## src/rtl/mcv_pkg.sv

```systemverilog
package mcv_pkg;
  localparam int NUM_CH = 2;
  localparam int MODE_W = 3;
  localparam int TYPE_W = 2;
  localparam int SRC_W  = 2;
  localparam int RULE_W = 3;

  localparam logic [MODE_W-1:0] MODE_TONE  = 3'd0;
  localparam logic [MODE_W-1:0] MODE_LVL2  = 3'd1;
  localparam logic [MODE_W-1:0] MODE_LVL4  = 3'd2;
  localparam logic [MODE_W-1:0] MODE_LVL8  = 3'd3;
  localparam logic [MODE_W-1:0] MODE_LVL16 = 3'd4;
  localparam logic [MODE_W-1:0] MODE_SWEEP = 3'd5;

  localparam logic [TYPE_W-1:0] TYPE_AMP = 2'd0;
  localparam logic [TYPE_W-1:0] TYPE_RSV = 2'd3;

  localparam logic [SRC_W-1:0] SRC_NONE   = 2'd0;
  localparam logic [SRC_W-1:0] SRC_PAIR   = 2'd1;
  localparam logic [SRC_W-1:0] SRC_TOP    = 2'd2;
  localparam logic [SRC_W-1:0] SRC_SERIAL = 2'd3;

  localparam logic [RULE_W-1:0] RULE_OK     = 3'd0;
  localparam logic [RULE_W-1:0] RULE_ENC    = 3'd1;
  localparam logic [RULE_W-1:0] RULE_NOSRC  = 3'd2;
  localparam logic [RULE_W-1:0] RULE_AMPRU  = 3'd3;
  localparam logic [RULE_W-1:0] RULE_DEPTH  = 3'd4;
  localparam logic [RULE_W-1:0] RULE_PINGRP = 3'd5;

  typedef struct packed {
    logic clear;
    logic capture;
  } mcvStrobe_t;

  // One non-tone channel with ramp control on the given pin group
  function automatic logic srcSingleOk(input logic [SRC_W-1:0] src,
                                       input logic [MODE_W-1:0] mode);
    case (src)
      SRC_PAIR:   srcSingleOk = (mode == MODE_LVL2) || (mode == MODE_SWEEP);
      SRC_TOP:    srcSingleOk = (mode == MODE_LVL8);
      SRC_SERIAL: srcSingleOk = (mode >= MODE_LVL2) && (mode <= MODE_LVL16);
      default:    srcSingleOk = 1'b0;
    endcase
  endfunction

  // Both channels non-tone in the same mode, both with ramp control
  function automatic logic srcDualOk(input logic [SRC_W-1:0] src,
                                     input logic [MODE_W-1:0] mode);
    case (src)
      SRC_PAIR:   srcDualOk = (mode == MODE_SWEEP);
      SRC_SERIAL: srcDualOk = (mode == MODE_LVL2) || (mode == MODE_LVL4);
      default:    srcDualOk = 1'b0;
    endcase
  endfunction
endpackage

```

## src/rtl/mcv_ctrl.sv

```systemverilog
module mcv_ctrl
  import mcv_pkg::*;
(
  input  logic       rst,
  input  logic       validate,
  output mcvStrobe_t strobe
);
  // Reset wins over a simultaneous capture
  always_comb begin
    strobe.clear   = rst;
    strobe.capture = validate && !rst;
  end
endmodule

```

## src/rtl/mcv_datapath.sv

```systemverilog
module mcv_datapath
  import mcv_pkg::*;
(
  input  logic                           clk,
  input  mcvStrobe_t                     strobe,
  input  logic [NUM_CH-1:0][MODE_W-1:0]  chMode,
  input  logic [NUM_CH-1:0][TYPE_W-1:0]  chType,
  input  logic [NUM_CH-1:0]              chRu,
  input  logic [SRC_W-1:0]               ruSrc,
  output logic                           legal,
  output logic [RULE_W-1:0]              ruleCode,
  output logic                           syncReq
);
  logic [NUM_CH-1:0] isTone, isDeep, badEnc, ampRu, ruCovered;

  for (genvar c = 0; c < NUM_CH; c++) begin : g_ch
    assign isTone[c]    = (chMode[c] == MODE_TONE);
    assign isDeep[c]    = (chMode[c] == MODE_LVL8) || (chMode[c] == MODE_LVL16);
    assign badEnc[c]    = (chMode[c] > MODE_SWEEP) || (chType[c] == TYPE_RSV);
    assign ampRu[c]     = !isTone[c] && (chType[c] == TYPE_AMP) && chRu[c];
    assign ruCovered[c] = isTone[c] || chRu[c];
  end

  logic [NUM_CH-1:0]  nonTone;
  logic               ruAny, bothActive, sameMode, depthClash, comboOk;
  logic [MODE_W-1:0]  activeMode;
  logic [RULE_W-1:0]  nextCode;

  always_comb begin
    nonTone    = ~isTone;
    ruAny      = |chRu;
    bothActive = &nonTone;
    sameMode   = (chMode[0] == chMode[1]);
    activeMode = isTone[0] ? chMode[1] : chMode[0];
    depthClash = (|isDeep) && bothActive;

    if (!(|nonTone))
      comboOk = 1'b1;
    else if (!(&ruCovered))
      comboOk = 1'b0;
    else if (bothActive)
      comboOk = sameMode && srcDualOk(ruSrc, activeMode);
    else
      comboOk = srcSingleOk(ruSrc, activeMode);

    // Lowest-numbered broken rule wins
    if (|badEnc)                     nextCode = RULE_ENC;
    else if (ruAny && ruSrc == SRC_NONE) nextCode = RULE_NOSRC;
    else if (|ampRu)                 nextCode = RULE_AMPRU;
    else if (depthClash)             nextCode = RULE_DEPTH;
    else if (ruAny && !comboOk)      nextCode = RULE_PINGRP;
    else                             nextCode = RULE_OK;
  end

  always_ff @(posedge clk) begin
    if (strobe.clear) begin
      legal    <= 1'b0;
      ruleCode <= RULE_OK;
      syncReq  <= 1'b0;
    end else if (strobe.capture) begin
      legal    <= (nextCode == RULE_OK);
      ruleCode <= nextCode;
      syncReq  <= |nonTone;
    end
  end
endmodule

```

## src/rtl/mode_combo_validator.sv

```systemverilog
module mode_combo_validator
  import mcv_pkg::*;
(
  input  logic              clk,
  input  logic              rst,
  input  logic              validate,
  input  logic [MODE_W-1:0] ch0Mode,
  input  logic [TYPE_W-1:0] ch0Type,
  input  logic              ch0Ru,
  input  logic [MODE_W-1:0] ch1Mode,
  input  logic [TYPE_W-1:0] ch1Type,
  input  logic              ch1Ru,
  input  logic [SRC_W-1:0]  ruSrc,
  output logic              legal,
  output logic [RULE_W-1:0] ruleCode,
  output logic              syncReq
);
  mcvStrobe_t                    strobe;
  logic [NUM_CH-1:0][MODE_W-1:0] modeV;
  logic [NUM_CH-1:0][TYPE_W-1:0] typeV;
  logic [NUM_CH-1:0]             ruV;

  assign modeV = {ch1Mode, ch0Mode};
  assign typeV = {ch1Type, ch0Type};
  assign ruV   = {ch1Ru, ch0Ru};

  mcv_ctrl u_ctrl (
    .rst      (rst),
    .validate (validate),
    .strobe   (strobe)
  );

  mcv_datapath u_dp (
    .clk      (clk),
    .strobe   (strobe),
    .chMode   (modeV),
    .chType   (typeV),
    .chRu     (ruV),
    .ruSrc    (ruSrc),
    .legal    (legal),
    .ruleCode (ruleCode),
    .syncReq  (syncReq)
  );
endmodule

```

## config.mk

```make
export PLATFORM = sky130hd
export DESIGN_NAME = mode_combo_validator
export DESIGN_NICKNAME = d
export VERILOG_FILES = /design/src/rtl/mcv_pkg.sv /design/src/rtl/mcv_ctrl.sv /design/src/rtl/mcv_datapath.sv /design/src/rtl/mode_combo_validator.sv
export SDC_FILE = /design/constraint.sdc
export NUM_CORES = 1
export LEC_CHECK = 0
export BUFFER_PORTS_ARGS = -buffer_cell sky130_fd_sc_hd__buf_2
export CAP_MARGIN = 25
export CORE_MARGIN = 2
export CORE_UTILIZATION = 26
export CTS_CLUSTER_DIAMETER = 50
export DETAILED_ROUTE_END_ITERATION = 7
export PLACE_DENSITY = 0.54
export SLEW_MARGIN = 20
export SYNTH_ARGS = -nofsm -noshare
export SYNTH_HDL_FRONTEND = slang
export SYNTH_SLANG_ARGS = --single-unit
```

## constraint.sdc

```tcl
create_clock -name clk -period 3 [get_ports clk]
set_clock_uncertainty 0.2 [all_clocks]
set_input_delay 0.45 -clock clk [delete_from_list [all_inputs] [get_ports clk]]
set_output_delay 0.45 -clock clk [all_outputs]
set_load 0.01 [all_outputs]
```

---- Yosys cells after proc, flatten, opt, wreduce, memory -nomap -nowiden ----
Cells that the tools add are included.
word-level totals
  flip-flop bits (word level) ............. 5
  output and inout port bits .............. 5
  word-level logic and storage cells ...... 71
operators by class
  $lt $le $gt $ge ......................... 4
  eq/ne operators ......................... 14
  multiplexer cells ....................... 14
  bitwise gates (word level) .............. 1
  reductions and logical operators ........ 35
operator list
  cell                  number
  $mux W3               6
  $eq A3 B2 Y1 const B  4
  $logic_and A1 B1 Y1   10
  $reduce_or A2 Y1      5
  $eq A3 B3 Y1 const B  3
  $logic_not A3 Y1      3
  $eq A2 B2 Y1 const B  4
  $logic_or A1 B1 Y1    8
  $gt A3 B3 Y1 const B  2
  $logic_not A2 Y1      3
  $mux W1               6
  $logic_not A1 Y1      4
  $reduce_and A2 Y1     2
  $eq A3 B1 Y1 const B  1
  $eq A3 B3 Y1          1
  $ge A3 B1 Y1 const B  1
  $le A3 B3 Y1 const B  1
  $pmux W1 S3           1
  $eq A2 B1 Y1 const B  1
  $not A2 Y2            1
  $pmux W1 S2           1

---- Depth between registers and ports, before layout ----
  depth after elaboration ................. 20
  mapped depth ............................ 7

---- Hierarchy ----
Synthesis repeated with hierarchy kept, for this count alone.
second synthesis, totals
  cell total of the unflattened synthesis .. 70
  area total of the unflattened synthesis .. 615.6 µm²
by module, submodules not included
  module        instances  cells each  area each (µm²)
  mcv_datapath  1          68          594.3
  mcv_ctrl      1          2           21.3

---- Worst setup path before layout ----
OpenSTA, ideal clock, no wires.
  kind .................................... input-to-reg
  start point ............................. input ch1Mode[0]
  end point ............................... register u_dp.legal
  arrival ................................. 1.789 ns
  data required time ...................... 2.704 ns
  path slack .............................. 0.915 ns
  stages .................................. 6
  buffers on the path ..................... 1
  path through ............................ buf_4 or3_4 nand3_2 o31ai_2 or4b_4 o41ai_2
on the way
  longest elaborated chain between the ends .. 19
  elaborated cells between the ends (all ways) .. 46
RTL lines
  element                                       line                          source
  start: declaration                            mode_combo_validator.sv:10    input logic [MODE_W-1:0] ch1Mode,
  $mux W3                                       mcv_datapath.sv:34            activeMode = isTone[0] ? chMode[1] : chMode[0];
  $eq A3 B1 Y1 or $eq A3 B2 Y1 (tied branches)  mcv_pkg.sv:39, mcv_pkg.sv:51
  $logic_or A1 B1 Y1                            mcv_pkg.sv:51                 SRC_SERIAL: srcDualOk = (mode == MODE_LVL2) || (mode == MODE_LVL4);
  $pmux W1 S2                                   mcv_pkg.sv:49                 case (src)
  $mux W1                                       mcv_datapath.sv:41            else if (bothActive)
  $mux W1                                       mcv_datapath.sv:39            else if (!(&ruCovered))
  $mux W1                                       mcv_datapath.sv:37            if (!(|nonTone))
  $logic_and A1 B1 Y1                           mcv_datapath.sv:42            comboOk = sameMode && srcDualOk(ruSrc, activeMode);
  [... 3 more ...]                              n/a
  $logic_not A1 Y1                              mcv_datapath.sv:51            else if (ruAny && !comboOk) nextCode = RULE_PINGRP;
  $logic_and A1 B1 Y1                           mcv_datapath.sv:51
  $mux W3                                       mcv_datapath.sv:51
  $mux W3                                       mcv_datapath.sv:50            else if (depthClash) nextCode = RULE_DEPTH;
  $mux W3                                       mcv_datapath.sv:49            else if (|ampRu) nextCode = RULE_AMPRU;
  $mux W3                                       mcv_datapath.sv:48            else if (ruAny && ruSrc == SRC_NONE) nextCode = RULE_NOSRC;
  $mux W3 (*)                                   mcv_datapath.sv:47            if (|badEnc) nextCode = RULE_ENC;
  $logic_not A3 Y1 (*)                          mcv_datapath.sv:61            legal <= (nextCode == RULE_OK);
  end signal: assignment                        mcv_datapath.sv:61
  end: declaration                              mcv_datapath.sv:10            output logic legal,
Mark *: on every way between the ends. The rest lies on a longest branch, timed or not. The select of a mux whose other input is x is not followed.
A chain may end at the register's enable or synchronous reset.

---- Worst setup path in the final report ----
  start point ............................. input ch0Mode[1]
  end point ............................... register u_dp.legal
on the way
  longest elaborated chain between the ends .. 20
  elaborated cells between the ends (all ways) .. 46
RTL lines
  element                                       line                          source
  start: declaration                            mode_combo_validator.sv:7     input logic [MODE_W-1:0] ch0Mode,
  $logic_not A3 Y1                              mcv_datapath.sv:17            assign isTone[c] = (chMode[c] == MODE_TONE);
  $mux W3                                       mcv_datapath.sv:34
  $eq A3 B1 Y1 or $eq A3 B2 Y1 (tied branches)  mcv_pkg.sv:39, mcv_pkg.sv:51
  $logic_or A1 B1 Y1                            mcv_pkg.sv:51
  $pmux W1 S2                                   mcv_pkg.sv:49
  $mux W1                                       mcv_datapath.sv:41
  $mux W1                                       mcv_datapath.sv:39
  $mux W1                                       mcv_datapath.sv:37
  [... 4 more ...]                              n/a
  $logic_not A1 Y1                              mcv_datapath.sv:51
  $logic_and A1 B1 Y1                           mcv_datapath.sv:51
  $mux W3                                       mcv_datapath.sv:51
  $mux W3                                       mcv_datapath.sv:50
  $mux W3                                       mcv_datapath.sv:49
  $mux W3                                       mcv_datapath.sv:48
  $mux W3 (*)                                   mcv_datapath.sv:47
  $logic_not A3 Y1 (*)                          mcv_datapath.sv:61
Marks and branches as above.

==> impl_results.md <==
- Mapped Cells: between 70 and 80
- Hold WC Path Type: input port to flop
- Mux cell area share after synthesis: 0%
- Avg WL per Cell: around 12 um
- Static Leakage: between 0.2 and 0.3 nW
- CTS sink count: 5
- Largest family of logic cells by synthesized area: simple AND/OR/NAND/NOR gates
- Cell Rows: 16
- CTS Buf Count: 3
- Detailed placer's ending HPWL: roughly 1100 um
- Synth Flop Type: dfxtp_1
- Critical Path End Type: flop
- Cts-stage hold buffer count: 0
- Vias in the first global route: 568
- Initial antenna violation count: 0
- Die ar.: 0.00257 sq mm
- Worst skew pair latency: 0.24 ns
- Post-route setup TNS: 0 ns
- Antenna diode count: 0
- Final setup margin: 1.05 ns
- Hold_sp: rst
- Sequential-to-total area share from yosys stat: 17.7%
- Synthesis-stage register bit count: 5
- Worst-case hold path end point: u_dp.syncReq
- Number of max-cap violations: 0
- Syn_nets: 92
- Starting density of the core: between 20% and 30%
- Worst flop-to-flop path endpoint: u_dp.ruleCode[0]
- Max-slew violations: 0
- Critical path arrival: 1.90 ns
- First-pass GRT wire length: ~2500 um
- Via count: approximately 650
- Crit path launch type: input port
- Vias per cell: roughly 5.3
- Fillers: 225
- Setup repair bufs after CTS: 0
- Synth Area in Adders: 0%
- Pwr Density: between 300 and 400 mW/mm^2
- Final worst-path cycle share: between 60% and 70%
- Unrepaired setup endpoints after global routing: false
- I/O Buffers: 21
- FF-to-FF setup slack: ~1.8 ns
- Critical path fanouts, max: 11
- Count of final setup violators: 0
- Clock Root Buffer: clkbuf_4
- Synth warn: 0
- Compound-gate portion of the synthesized area: 36.4%
- GR Util All Layers: approximately 13%
- Post-Synth XOR/XNOR Area: 0%
- Die height: 50.7 um
- Largest net degree at the start of global routing: 12
- Status: completed
- Final net count: between 100 and 150
- Final wirelength: around 1500 um
- Min-Delay Path Depth: 2
- Peak VDD IR: 150 uV
- CTS H-tree depth: 1
- Reg clk slew, reported paths: 0.05 ns
- Worst reg2reg path depth: 4
- Max Root-Sink Buffers: 2
- Synthesized cell area: approximately 570 sq um
- Slew margin rel.: between 60 and 70%
- CTS tree: done
- Peak Freq: around 510 MHz
- Die Span X: a little over 50 um
- Pre-CTS setup slack: 0.782 ns
- Post-cts sizing count: 0
- Post-synth EDFFs: 0
- Share of layout cells above drive strength 1: 34.0%
- DR pass1 iterations: 4
- GRT Residual Overflow: 0
- CORE AREA: 0.00200 sq mm
- Worst slew pin tran: approximately 0.45 ns
- Initial DRC Count: 29
- Synth Area in Simple Gates: 36.6%
- Worst r2r src: u_dp.ruleCode[0]
- Syn_area_per_cell: approximately 7.6 sq um
- Antenna Nets Post-Route: 0
- Area Growth Syn to Fin: 21.2%
- Ys async rst share: 0%
- Gp weighted congestion: 0.757
- Yosys cell types: 40
- Post-route DRC violation count: 0
- Final hold viol count: 0
- Minimum clock period: ~2.0 ns
- Kind of critical path: input port to flop
- I/O pin count: 22
- WP data required: between 2 and 3 ns
-- worst max-delay path, cell delays in order --
cell and delay, ns:
buf_2 0.16, or3_1 0.44, nand2_1 0.10, o31ai_2 0.07, or4b_4 0.49, o41ai_2 0.19
-- cell type report --
type	instances	area, sq um	share of cell area [%]
multi-input combinational	62	414	60.3
timing repair buffer	21	105	15.3
sequential	5	100	14.6
tap	27	33.8	4.92
clock buffer	4	26.3	3.83
inverter	2	7.51	1.09
-- layer usage --
metal	up-vias	track usage (%)	wire length, um
met2	13	20.0	701
li1	328	-	-
met1	304	16.5	711
met5	-	0	0
met4	0	2.70	0
met3	0	3.87	57
-- registers in the layout, summed over array words and instances, names as in the netlist --
register and flops:
u_dp.legal 1, u_dp.ruleCode 3, u_dp.syncReq 1
-- metrics by stage --
| step | cells | cell area (sq um) | power, mW | hold slack (ns) | util [%] |
|---|---|---|---|---|---|
| floorplan | 75 | 567 | 0.126 | 0.287 | - |
| global placement | 117 | 661 | 0.148 | 0.258 | 33.0 |
| detailed placement | 117 | 661 | 0.150 | 0.271 | 33.0 |
| CTS | 121 | 687 | 0.233 | 0.235 | 34.3 |
| global route | 121 | 687 | 0.249 | 0.246 | 34.3 |
| finish | 121 | 687 | 0.229 | 0.239 | 34.3 |
-- cell usage in the layout (no fill, tap or decap), types with 2 or more instances in the layout --
master and count:
o21ai_0 2, a211oi_1 2, clkbuf_4 3, nand2_1 6, inv_1 2, o211ai_1 2, dfxtp_1 5, nor3_1 5
nor3b_1 3, nand3b_1 2, nor2_1 10, a21oi_1 4, buf_2 21
-- logic make-up (layout without fill, tap and decap cells) --
kind of cell           count (synthesis)  in the layout
and+or+nand+nor                       36             36
AOI/OAI and AO/OA                     26             26
buffers and inverters                  8             27
DFF                                    5              5
-- power by group --
part / switching (mW) / internal [mW]
combinational: 0.0435 / 0.0323
clock: 0.0292 / 0.0504
sequential: 0.00204 / 0.0711
total: 0.0747 / 0.154
-- cells in the mapped netlist, types with 2 or more instances --
library cell  instances  area, sq um
nand3b_1              2         15.0
a211oi_1              2         15.0
dfxtp_1               5          100
o21ai_0               2         10.0
o211ai_1              2         15.0
nor2_1               10         37.5
a21oi_1               4         20.0
nor3_1                5         25.0
buf_2                 3         15.0
nand2_1               6         22.5
buf_6                 2         22.5
nor3b_1               3         22.5
inv_1                 2         7.51
-- worst max path at each step --
| stage | slack (ns) | endpoint | cells after the start | start |
|---|---|---|---|---|
| floorplan | 0.91 | u_dp.legal | 6 | ch1Mode[0] |
| global placement | 0.82 | u_dp.legal | 6 | ch0Mode[1] |
| detailed placement | 0.78 | u_dp.legal | 6 | ch0Mode[1] |
| CTS | 1.05 | u_dp.legal | 6 | ch0Mode[1] |
| global route | 1.0 | u_dp.ruleCode[0] | 7 | ch0Mode[1] |
| finish | 1.05 | u_dp.legal | 6 | ch0Mode[1] |
Note: power is estimated with default switching activity, not from simulation.
